`src/rtl/irq_fe_pkg.sv`:
```
// Package: shared constants for the interrupt request front end.
// Assumes two request lines; the index of each line is fixed here.
package irq_fe_pkg;
    localparam int NUM_LINES = 2;
    localparam int LINE_FAST = 0;
    localparam int LINE_NORM = 1;

    typedef enum logic {
        SRC_NORM = 1'b0,
        SRC_FAST = 1'b1
    } irq_src_e;
endpackage

```
`src/rtl/irq_sync.sv`:
```
// Module: irq_sync
// A chain of STAGES flops for each active-low request line. A pin chooses
// between the raw wire and the end of the chain. Every flop resets high
// (inactive), so reset never creates a request.
// Assumes STAGES >= 1 and that bypass is itself synchronous to clk.
module irq_sync #(
    parameter int LINES  = 2,
    parameter int STAGES = 2
) (
    input  logic             clk,
    input  logic             rst_n,
    input  logic [LINES-1:0] raw_n,
    input  logic             bypass,
    output logic [LINES-1:0] use_n
);
    for (genvar g = 0; g < LINES; g++) begin : g_line
        logic [STAGES-1:0] chain;

        // Shift the raw level along the synchronizer chain.
        always_ff @(posedge clk) begin
            if (!rst_n) begin
                chain <= '1;
            end else begin
                chain <= {chain[STAGES-2 >= 0 ? STAGES-2 : 0 : 0], raw_n[g]};
            end
        end

        // Choose the raw wire or the synchronized copy.
        always_comb begin
            use_n[g] = bypass ? raw_n[g] : chain[STAGES-1];
        end
    end
endmodule

```
`src/rtl/irq_arb.sv`:
```
// Module: irq_arb
// Qualifies each active-low request with its enable, then picks a winner
// with the fast line first. Purely combinational.
module irq_arb
    import irq_fe_pkg::*;
(
    input  logic [NUM_LINES-1:0] req_n,
    input  logic [NUM_LINES-1:0] en,
    output logic                 pend_any,
    output irq_src_e             winner
);
    logic [NUM_LINES-1:0] pend;

    // Pending means the wire is low and the core allows it.
    always_comb begin
        pend = ~req_n & en;
    end

    // The fast line has priority over the normal line.
    always_comb begin
        pend_any = |pend;
        winner   = pend[LINE_FAST] ? SRC_FAST : SRC_NORM;
    end
endmodule

```
`src/rtl/irq_vec_reg.sv`:
```
// Module: irq_vec_reg
// Registers the take strobe, the winner flag and the vector address. The
// base comes from the table-position pin. The flag and address hold their
// values on cycles with no request.
module irq_vec_reg
    import irq_fe_pkg::*;
#(
    parameter int                ADDR_W    = 32,
    parameter logic [ADDR_W-1:0] HIGH_BASE = 32'hFFFF_0000,
    parameter logic [ADDR_W-1:0] FAST_OFF  = 32'h0000_001C,
    parameter logic [ADDR_W-1:0] NORM_OFF  = 32'h0000_0018
) (
    input  logic              clk,
    input  logic              rst_n,
    input  logic              pend_any,
    input  irq_src_e          winner,
    input  logic              vec_high,
    output logic              take,
    output logic              sel_fast,
    output logic [ADDR_W-1:0] vec_addr
);
    logic [ADDR_W-1:0] base;
    logic [ADDR_W-1:0] next_addr;

    // Form the winner's vector address from the base and its offset.
    always_comb begin
        base      = vec_high ? HIGH_BASE : '0;
        next_addr = base + ((winner == SRC_FAST) ? FAST_OFF : NORM_OFF);
    end

    // Register the outputs; the flag and address change only on a take.
    always_ff @(posedge clk) begin
        if (!rst_n) begin
            take     <= 1'b0;
            sel_fast <= 1'b0;
            vec_addr <= '0;
        end else begin
            take <= pend_any;
            if (pend_any) begin
                sel_fast <= (winner == SRC_FAST);
                vec_addr <= next_addr;
            end
        end
    end
endmodule

```
`src/rtl/irq_front_end.sv`:
```
// Module: irq_front_end (top)
// Conditions the fast and normal active-low interrupt requests. Each one is
// optionally synchronized, then masked by its enable and arbitrated with the
// fast line first. The winner's vector address is registered.
// Assumes the enables, sync_bypass and vec_high are synchronous to clk.
module irq_front_end
    import irq_fe_pkg::*;
#(
    parameter int                ADDR_W      = 32,
    parameter int                SYNC_STAGES = 2,
    parameter logic [ADDR_W-1:0] HIGH_BASE   = 32'hFFFF_0000,
    parameter logic [ADDR_W-1:0] FAST_OFF    = 32'h0000_001C,
    parameter logic [ADDR_W-1:0] NORM_OFF    = 32'h0000_0018
) (
    input  logic              clk,
    input  logic              rst_n,
    input  logic              fast_req_n,
    input  logic              norm_req_n,
    input  logic              fast_en,
    input  logic              norm_en,
    input  logic              sync_bypass,
    input  logic              vec_high,
    output logic              take_irq,
    output logic              sel_fast,
    output logic [ADDR_W-1:0] vec_addr
);
    logic [NUM_LINES-1:0] raw_n;
    logic [NUM_LINES-1:0] use_n;
    logic [NUM_LINES-1:0] en_vec;
    logic                 pend_any;
    irq_src_e             winner;

    // Gather the request lines and enables into vectors by line index.
    always_comb begin
        raw_n            = '1;
        en_vec           = '0;
        raw_n[LINE_FAST] = fast_req_n;
        raw_n[LINE_NORM] = norm_req_n;
        en_vec[LINE_FAST] = fast_en;
        en_vec[LINE_NORM] = norm_en;
    end

    irq_sync #(
        .LINES (NUM_LINES),
        .STAGES(SYNC_STAGES)
    ) sync_i (
        .clk   (clk),
        .rst_n (rst_n),
        .raw_n (raw_n),
        .bypass(sync_bypass),
        .use_n (use_n)
    );

    irq_arb arb_i (
        .req_n   (use_n),
        .en      (en_vec),
        .pend_any(pend_any),
        .winner  (winner)
    );

    irq_vec_reg #(
        .ADDR_W   (ADDR_W),
        .HIGH_BASE(HIGH_BASE),
        .FAST_OFF (FAST_OFF),
        .NORM_OFF (NORM_OFF)
    ) vec_i (
        .clk     (clk),
        .rst_n   (rst_n),
        .pend_any(pend_any),
        .winner  (winner),
        .vec_high(vec_high),
        .take    (take_irq),
        .sel_fast(sel_fast),
        .vec_addr(vec_addr)
    );
endmodule

```
`config.mk`:
```
export PLATFORM = sky130hd
export DESIGN_NAME = irq_front_end
export DESIGN_NICKNAME = d
export VERILOG_FILES = /design/src/rtl/irq_fe_pkg.sv /design/src/rtl/irq_sync.sv /design/src/rtl/irq_arb.sv /design/src/rtl/irq_vec_reg.sv /design/src/rtl/irq_front_end.sv
export SDC_FILE = /design/constraint.sdc
export NUM_CORES = 1
export LEC_CHECK = 0
export BUFFER_PORTS_ARGS = -buffer_cell sky130_fd_sc_hd__buf_2
export CAP_MARGIN = 25
export CORE_AREA = 2 2 39 41
export DETAILED_ROUTE_END_ITERATION = 10
export DIE_AREA = 0 0 41 43
export PLACE_DENSITY = 0.79
export RECOVER_POWER = 25
export SLEW_MARGIN = 10
export SYNTH_ARGS = -nofsm -noshare
export SYNTH_HDL_FRONTEND = slang
export SYNTH_SLANG_ARGS = --single-unit
```
`constraint.sdc`:
```
create_clock -name clk -period 1.7 [get_ports clk]
set_input_delay 0 -clock clk [delete_from_list [all_inputs] [get_ports clk]]
set_output_delay 0 -clock clk [all_outputs]
set_load 0.05 [all_outputs]
```
==> qor.txt, run 1 <==
Status: complete, no violations
R2R setup slack: 0.77 ns
Grt total ovfl: 0
Vias in the first global route: 257
Setup crit end kind: primary output
Routed len/inst: 8.31 um
H-tree depth: 1
Initial core utilization: 0.363
Pwr Density: 1130 nW/um^2
Iteration-0 DRC Markers: 1
Final min period: 1.11 ns
Clock skew: 0.00173 ns
Post-route setup slack: 0.589 ns
CTS Buf Count: 3
Relative slew slack: 0.609
Final setup fails: 0
Worst Path Buf+Inv: 1
Crit-path slowest cell: dfxtp_1
Layout cells sized above 1: 0.394
Final Power: 0.000601 W
Most common library cells after synthesis: 30 x buf_4, 8 x dfxtp_1, 4 x nand2b_1
Number of non-filler instances in the completed layout: 87
Worst path cell trace: buf_2
Worst Max-Slew Pin Slew: 0.589 ns
GR Util All Layers: 0.0844
DP HPWL: 587 um
CTS Buffer Depth: 2
Die area: 1760 sq um
Setup crit start kind: register
Top cell type by total area after synthesis: buf_4
Max cap viols: 0
CTS sink count: 8
Root buf cell: clkbuf_4
Top FF cell, synth: dfxtp_1
Final Cycle Share: 0.653
TritonCTS clock tree: built
Ys Warns: 0
FF+latch count, synth: 8
Setup bufs post-CTS: 0
CTS hold repair buffers: 3
Antenna Nets Post-Route: 0
Crit-path max FO: 17
Synth area leaders: buf_4 45%, dfxtp_1 32%, mux2i_1 6.0%
Final #Nets: 81
Setup Total Neg Slack: 0 ns
Leakage: 0.302 nW
Top Family by Delay on Critical Path: flip-flops
DP Cell Count: 81
Area Growth Syn to Fin: 5.22%
Kind of critical path: reg -> out
Critical Path AT: 1.11 ns
Sequential cell area: 160 sq um
Die H: 43 um
Fmax achieved: 900 MHz
Multi-input logic area: 159 sq um
Placer Congestion: 0.643
Synth top area share: 0.448
Synthesized area: 503 sq um
Final Max Tran Viols: 0
Via-to-Cell Ratio: 3.82
Worst Path Required: 1.70 ns
First-pass GRT wire length: 959 um
Worst-path clk slew: 0.05 ns
Largest net degree at the start of global routing: 18
Post-synthesis cell type count: 12
Seq/Total Area, Yosys: 0.318
Synth Instances: 55
Residual DRC: 0
WL final: 723 um
Filler instances: 155
Diodes inserted: 0
RSZ-0062 raised after global routing: false
Most frequent cell after synthesis: buf_4
Routed vias: 332
Number of antenna violations at the first check in global routing: 0
Asr flop ratio synth: 0
I/O pins: 42
Max VDD drop: 0.366 mV
Dpl ws: 0.781 ns
Clk_lat worst skew: 0.24 ns
Core footprint: 1380 sq um
Final hold viol count: 0
CP max stage delay: 0.53 ns
DRT Pass-1 Iters: 4
Post-cts resize count: 0
Count of port buffers added during placement: 28
Syn avg cell area: 9.15 sq um
Post-synth EDFFs: 0
Std-Cell Rows: 14
Die width: 41 um
Fin util: 0.382
HP Class: in -> reg
-- state kept, by name, summed over array words and instances (netlist names) --
name	flops
sync_i.g_line.chain	4
vec_i.vec_addr	3
vec_i.take	1
-- path summary, 6_finish.rpt --
check | from | end | cells after the start
max | vec_i.vec_addr[30] | vec_addr[22] | 1
min | rst_n | sync_i.g_line[0].chain[1] | 2
max reg2reg | sync_i.g_line[0].chain[1] | vec_i.vec_addr[4] | 3
min reg2reg | sync_i.g_line[1].chain[0] | sync_i.g_line[1].chain[1] | 1
-- logic make-up (layout without fill, tap and decap cells) --
kind of cell           count (synthesis)  after routing  share of synthesized area
AO/OA/AOI/OAI                          4              4                     0.0746
buffers and inverters                 31             35                      0.455
flip-flops                             8              8                      0.318
multiplexers                           3              3                     0.0597
other                                  1             13                    0.00746
AND/OR/NAND/NOR                        8              8                     0.0846
-- layer usage --
metal	track usage	wire [um]	vias up
met5	0	0	-
met4	0.0400	0	0
met3	0.0471	98	0
met2	0.144	347	24
met1	0.0742	278	147
li1	-	-	161
-- layout by cell type, fill, tap and decap left out --
cell,instances
nor2b_1,1
inv_1,1
a22oi_2,1
buf_2,23
clkbuf_1,5
mux2i_1,3
dfxtp_1,8
a21bo_2,1
a21boi_0,1
nand2_1,3
nand2b_1,4
a21boi_1,1
dlygate4sd3_1,3
conb_1,13
clkbuf_4,3
-- per-stage QoR --
step           cell area, sq um  hold WS, ns
4_1_cts                     536     0.000476
3_3_place_gp                483        0.210
6_report                    529      0.00212
3_5_place_dp                483        0.220
5_1_grt                     529      0.00656
2_1_floorplan               548       0.0730
-- cell type report --
type / count / share of cell area
sequential: 8 / 0.303
multi-input combinational: 28 / 0.300
timing repair buffer: 31 / 0.310
clock buffer: 3 / 0.0426
tap: 16 / 0.0378
inverter: 1 / 0.00709
-- power breakdown --
part | total, W | leakage [nW] | switching [W] | internal (W)
Combinational | 0.000255 | 0.222 | 0.000213 | 0.0000421
Clock | 0.000138 | 0.0138 | 0.0000581 | 0.0000804
Sequential | 0.000207 | 0.0662 | 0.00000835 | 0.000199
Total | 0.000601 | 0.302 | 0.000279 | 0.000321
(Power assumes the default switching activity.)
==> run 2, diff against run 1 <==
Settings changed: ABC_AREA from default to 1, CORE_AREA 2 2 39 41 to default, CORE_UTILIZATION from default to 33, DIE_AREA 0 0 41 43 to default, PLACE_DENSITY 0.79 to 0.72.
Clock period 1.7 ns to 1 ns, I/O delays scaled along.
==> run 2 against run 1 <==
  * Global-route usage up 1.4 points
  * Worst hold slack better by 0.088 ns
  * Die area down 1.5%
  * Worst setup slack worse by 0.52 ns
  * Clock power up 71%
  * Highest routed layer is now met4
  * Register-to-register slack worse by 0.55 ns
  * Combinational power up 120%
==> qor.txt, run 2 <==
Status: complete, no violations
Worst Path Buf+Inv: 1
Die area: 1740 sq um
CP max stage delay: 0.42 ns
CTS sink count: 8
Regs by FF count: sync_i.g_line.chain x4, vec_i.vec_addr x3, vec_i.take x1
Area of placed instances: 499 sq um
Int Pwr: 0.000599 W
FF+latch count, synth: 8
Crit-path slowest cell: dfxtp_4
Final hold viol count: 0
Worst Path Required: 1.00 ns
Core footprint: 1380 sq um
Top Family by Delay on Critical Path: flip-flops
Worst-path clk slew: 0.05 ns
Clock skew: 0.000891 ns
Die width: 41.7 um
First-pass GRT wire length: 1250 um
Combinational power share: 0.484
DP Cell Count: 86
Fmax achieved: 1080 MHz
Root buf cell: clkbuf_4
Final #Nets: 88
Critical Path AT: 0.93 ns
Number of non-filler instances in the completed layout: 93
Final Cycle Share: 0.927
Seq/Total Area, Yosys: 0.308
Ys Warns: 0
I/O pins: 42
Final Max Tran Viols: 0
Antenna Nets Post-Route: 0
CTS Buf Count: 3
Number of antenna violations at the first check in global routing: 0
RSZ-0062 raised after global routing: false
Synthesized area: 519 sq um
Iteration-0 DRC Markers: 0
Design Area, Final: 608 sq um
Setup crit start kind: register
GR Util All Layers: 0.0980
Max FFs per register: 4
Vias in the first global route: 315
Synth area leaders: buf_4 43%, dfxtp_1 31%, or2_2 4.8%
Diodes inserted: 0
Hold slack final: 0.0900 ns
Setup crit end kind: primary output
Crit-path max FO: 17
Routed vias: 356
Largest net degree at the start of global routing: 18
Most common library cells after synthesis: 30 x buf_4, 8 x dfxtp_1, 4 x nand2_1, 4 x or2_2
Synth top area share: 0.434
Syn avg cell area: 8.51 sq um
Routed len/inst: 8.12 um
H-tree depth: 1
Post-synth EDFFs: 0
Multi-input logic area: 168 sq um
Die H: 41.7 um
Most frequent cell after synthesis: buf_4
CTS Buffer Depth: 2
Psw: 0.000561 W
WL final: 755 um
Initial core utilization: 0.376
Count of port buffers added during placement: 28
Pwr Density: 1910 nW/um^2
Final setup fails: 0
Sw frac: 0.483
Max VDD drop: 0.649 mV
Max cap viols: 0
Sequential cell area: 164 sq um
Placer Congestion: 0.722
Setup bufs post-CTS: 0
Filler instances: 147
Kind of critical path: reg -> out
Commonest non-fill, non-tap cell in the layout: clkbuf_4
Sequential fraction of design power: 0.312
Top FF cell, synth: dfxtp_1
Top cell type by total area after synthesis: buf_4
Post-synthesis cell type count: 13
Most flop-heavy register: sync_i.g_line.chain
Clk_lat worst skew: 0.25 ns
Clock Power Share: 0.203
DRT Pass-1 Iters: 1
Setup Total Neg Slack: 0 ns
Std-Cell Rows: 13
Asr flop ratio synth: 0
DP HPWL: 561 um
Layout cells sized above 1: 0.551
Leakage: 0.331 nW
Final min period: 0.927 ns
Via-to-Cell Ratio: 3.83
Most frequent cells in the layout: 14 x clkbuf_4, 13 x conb_1, 9 x buf_2, 7 x dfxtp_1, 5 x buf_4
Worst path cell trace: clkbuf_4
TritonCTS clock tree: built
Residual DRC: 0
Synth Instances: 61
Area Growth Syn to Fin: 17.1%
Grt total ovfl: 0
HP Class: in -> reg
## run 2: cell count changes in the layout (fill, tap and decap cells not counted), moves of 2 or more
| cell | change |
|---|---|
| a21oi_1 | +2 |
| buf_2 | -14 |
| buf_4 | +5 |
| clkbuf_1 | -5 |
| clkbuf_2 | +3 |
| clkbuf_4 | +11 |
| inv_1 | +2 |
| mux2i_1 | -3 |
| nand2_2 | +2 |
| nand2b_1 | -4 |
| nand3_2 | +2 |
| or2_2 | +4 |
## run 2: path summary, 6_finish.rpt
| kind | start | to | slack, ns | cells after the start |
|---|---|---|---|---|
| worst max-delay path | vec_i.vec_addr[30] | vec_addr[31] | 0.07 | 1 |
| worst min register to register | sync_i.g_line[0].chain[0] | sync_i.g_line[0].chain[1] | 0.41 | 1 |
| worst max register to register | sync_i.g_line[0].chain[1] | vec_i.vec_addr[30] | 0.22 | 4 |
| worst min-delay path | norm_en | vec_i.take | 0.09 | 3 |
## run 2: final cells by class
cell class              instances  share of cell area
inverters                       4              0.0247
clock buffers                   3              0.0370
flip-flops and latches          8               0.270
multi-input cells              31               0.276
repair buffers                 32               0.362
well taps                      15              0.0309
## run 2: per-layer routing
layer  share of wire  global-route usage  wire length, um
met1            0.40               0.106              302
met2            0.49               0.150              368
met3           0.095              0.0391               72
met4           0.016              0.0774               12
met5               0                   0                0
## run 2: cell families after synthesis
family,Yosys count,synth area share
buf+inv,34,0.463
simple gates,14,0.181
flops,8,0.308
compound gates,4,0.0410
other cells,1,0.00722
## run 2: stage by stage
stage | util | setup WS, ns | power (W)
after CTS | 0.406 | -0.00103 | 0.00114
after global routing | 0.440 | 0.0287 | 0.00122
final | 0.440 | 0.0732 | 0.00116
after floorplan | - | 0.0543 | 0.000920
after global placement | 0.361 | 0.241 | 0.000882
after detailed placement | 0.361 | 0.220 | 0.000884
## run 2: power by group through the flow
stage / Clock [W] / Sequential, W / Combinational, W
floorplan: 0 / 0.000413 / 0.000506
global placement: 0 / 0.000365 / 0.000517
detailed placement: 0 / 0.000367 / 0.000517
CTS: 0.000250 / 0.000360 / 0.000530
global route: 0.000273 / 0.000366 / 0.000582
finish: 0.000236 / 0.000362 / 0.000562
## run 2: timing repair
action,4_1_cts,5_1_grt
hold endpoints to repair,3,0
endpoints found under the setup margin,2,17
hold buffers,4,0
gates resized for setup,0,23
==> run 3, diff against run 2 <==
Settings changed: SYNTH_HIERARCHICAL from default to 1.
==> run 3 against run 2 <==
  * Critical path depth unchanged
  * Worst hold slack got worse by 0.042 ns
  * Clock skew about the same
  * Register-to-register slack got worse by 0.08 ns
  * Flip-flop and latch count unchanged
  * Final cell count increased by 13%
  * Critical path type unchanged
  * Highest routed layer is now met3
==> qor.txt, run 3 <==
Die width: 41.8 um
Initial core utilization: 0.351
Asr flop ratio synth: 0
Crit-path slowest cell: dfxtp_4
Via-to-Cell Ratio: 3.67
Post-synth EDFFs: 0
Layout cells sized above 1: 0.360
Final min period: 0.919 ns
Setup crit start kind: register
Worst Path Buf+Inv: 1
Worst Path Required: 1.00 ns
DP HPWL: 549 um
Seq/Total Area, Yosys: 0.306
Std-Cell Rows: 14
Root buf cell: clkbuf_4
I/O pins: 42
Placer Congestion: 0.635
Max cap viols: 0
Leakage: 0.386 nW
Kind of critical path: reg -> out
Synthesized area: 523 sq um
Worst-path clk slew: 0.05 ns
Vias in the first global route: 293
FF+latch count, synth: 8
Synth Instances: 74
Most frequent cells in the layout: 18 x nand2_1, 14 x clkbuf_4, 13 x conb_1, 11 x inv_1
Regs by FF count: sync_i/g_line.chain x4, vec_i/vec_addr x3, vec_i/take x1
Clk_lat worst skew: 0.25 ns
Synth area leaders: buf_4 43%, dfxtp_1 31%, nand2_1 14%
CTS sink count: 8
Final Max Tran Viols: 0
Clock skew: 0.00108 ns
Commonest non-fill, non-tap cell in the layout: nand2_1
Worst path cell trace: clkbuf_4
RSZ-0062 raised after global routing: false
Top FF cell, synth: dfxtp_1
Fin util: 0.400
Crit-path max FO: 17
Final setup fails: 0
Design Area, Final: 596 sq um
Top Family by Delay on Critical Path: flip-flops
Setup crit end kind: primary output
Routed vias: 385
DRT Pass-1 Iters: 4
Area of placed instances: 504 sq um
First-pass GRT wire length: 1080 um
Final Cycle Share: 0.919
Diodes inserted: 0
Syn avg cell area: 7.07 sq um
Routed len/inst: 6.56 um
Number of antenna violations at the first check in global routing: 0
TritonCTS clock tree: built
Critical Path AT: 0.92 ns
H-tree depth: 1
Top cell type by total area after synthesis: buf_4
Antenna Nets Post-Route: 0
Die area: 1750 sq um
Die H: 41.8 um
Residual DRC: 0
WL final: 689 um
Pwr Density: 1970 nW/um^2
HP Class: in -> reg
CTS Buffer Depth: 2
Grt total ovfl: 0
CP max stage delay: 0.42 ns
CTS Buf Count: 3
Fmax achieved: 1090 MHz
Count of port buffers added during placement: 28
Area Growth Syn to Fin: 13.9%
Max FFs per register: 4
Ys Warns: 6
Iteration-0 DRC Markers: 1
GR Util All Layers: 0.0840
Final #Nets: 99
Max VDD drop: 0.503 mV
Largest net degree at the start of global routing: 18
Core footprint: 1490 sq um
Post-route setup slack: 0.0806 ns
Most frequent cell after synthesis: buf_4
Most common library cells after synthesis: 30 x buf_4, 19 x nand2_1, 11 x inv_1
Post-synthesis cell type count: 7
Most flop-heavy register: sync_i/g_line.chain
Dpl ws: 0.112 ns
Status: complete, no violations
Synth top area share: 0.431
Final hold viol count: 0
[run 3: what timing repair did]
item                                    CTS  global route
gates resized for setup                   0            23
hold buffers                              3             0
endpoints found under the setup margin   16            20
pin swaps                                 0             1
hold endpoints to repair                  4             0
buffers inserted                          0             0
[run 3: layout make-up]
cell class | count | area [sq um]
Multi-Input combinational cell | 37 | 144
Tap cell | 16 | 20.0
Timing Repair Buffer | 30 | 204
Inverter | 11 | 41.3
Fill cell | 158 | 893
Clock buffer | 3 | 22.5
Sequential cell | 8 | 164
[run 3: path summary, 6_finish.rpt]
check | start | end | slack, ns | cells after the start
max | vec_i/vec_addr[30] | vec_addr[29] | 0.08 | 1
max reg2reg | sync_i/g_line[0].chain[1] | vec_i/vec_addr[30] | 0.14 | 8
min reg2reg | sync_i/g_line[1].chain[0] | sync_i/g_line[1].chain[1] | 0.40 | 2
min | vec_high | vec_i/vec_addr[30] | 0.05 | 5
[run 3: layer usage]
metal | vias up | global-route usage | wire, um
met2 | 31 | 0.134 | 330
met4 | 0 | 0.0774 | 0
met5 | - | 0 | 0
li1 | 197 | - | -
met3 | 0 | 0.0348 | 108
met1 | 157 | 0.0806 | 250
[run 3: metrics by stage]
| stage | power (W) | setup TNS (ns) | cells | hold WS [ns] |
|---|---|---|---|---|
| after floorplan | 0.000935 | 0 | 86 | 0.0687 |
| after global placement | 0.000898 | 0 | 100 | 0.202 |
| after detailed placement | 0.000902 | 0 | 100 | 0.198 |
| after CTS | 0.00116 | -0.0499 | 106 | 0.0366 |
| after global routing | 0.00123 | 0 | 105 | 0.0739 |
| final | 0.00117 | 0 | 105 | 0.0478 |
[run 3: power by group]
group          internal (W)  switching, W  leakage (nW)
Sequential         0.000343     0.0000215        0.0671
Combinational      0.000116      0.000453         0.305
Clock              0.000137      0.000102        0.0138
[run 3: cell families after synthesis]
logic type | share of synthesized area
and+or+nand+nor | 0.177
other | 0.00717
DFF | 0.306
buffers and inverters | 0.510
[run 3: worst reg2reg max path: stages (launching register included)]
cell and delay [ns]:
dfxtp_1 0.30, nand2_1 0.06, nand2_1 0.04, inv_1 0.05, nand2_2 0.06, nand2_2 0.10, nand2_1 0.06, nand2_1 0.05
nor2_1 0.04
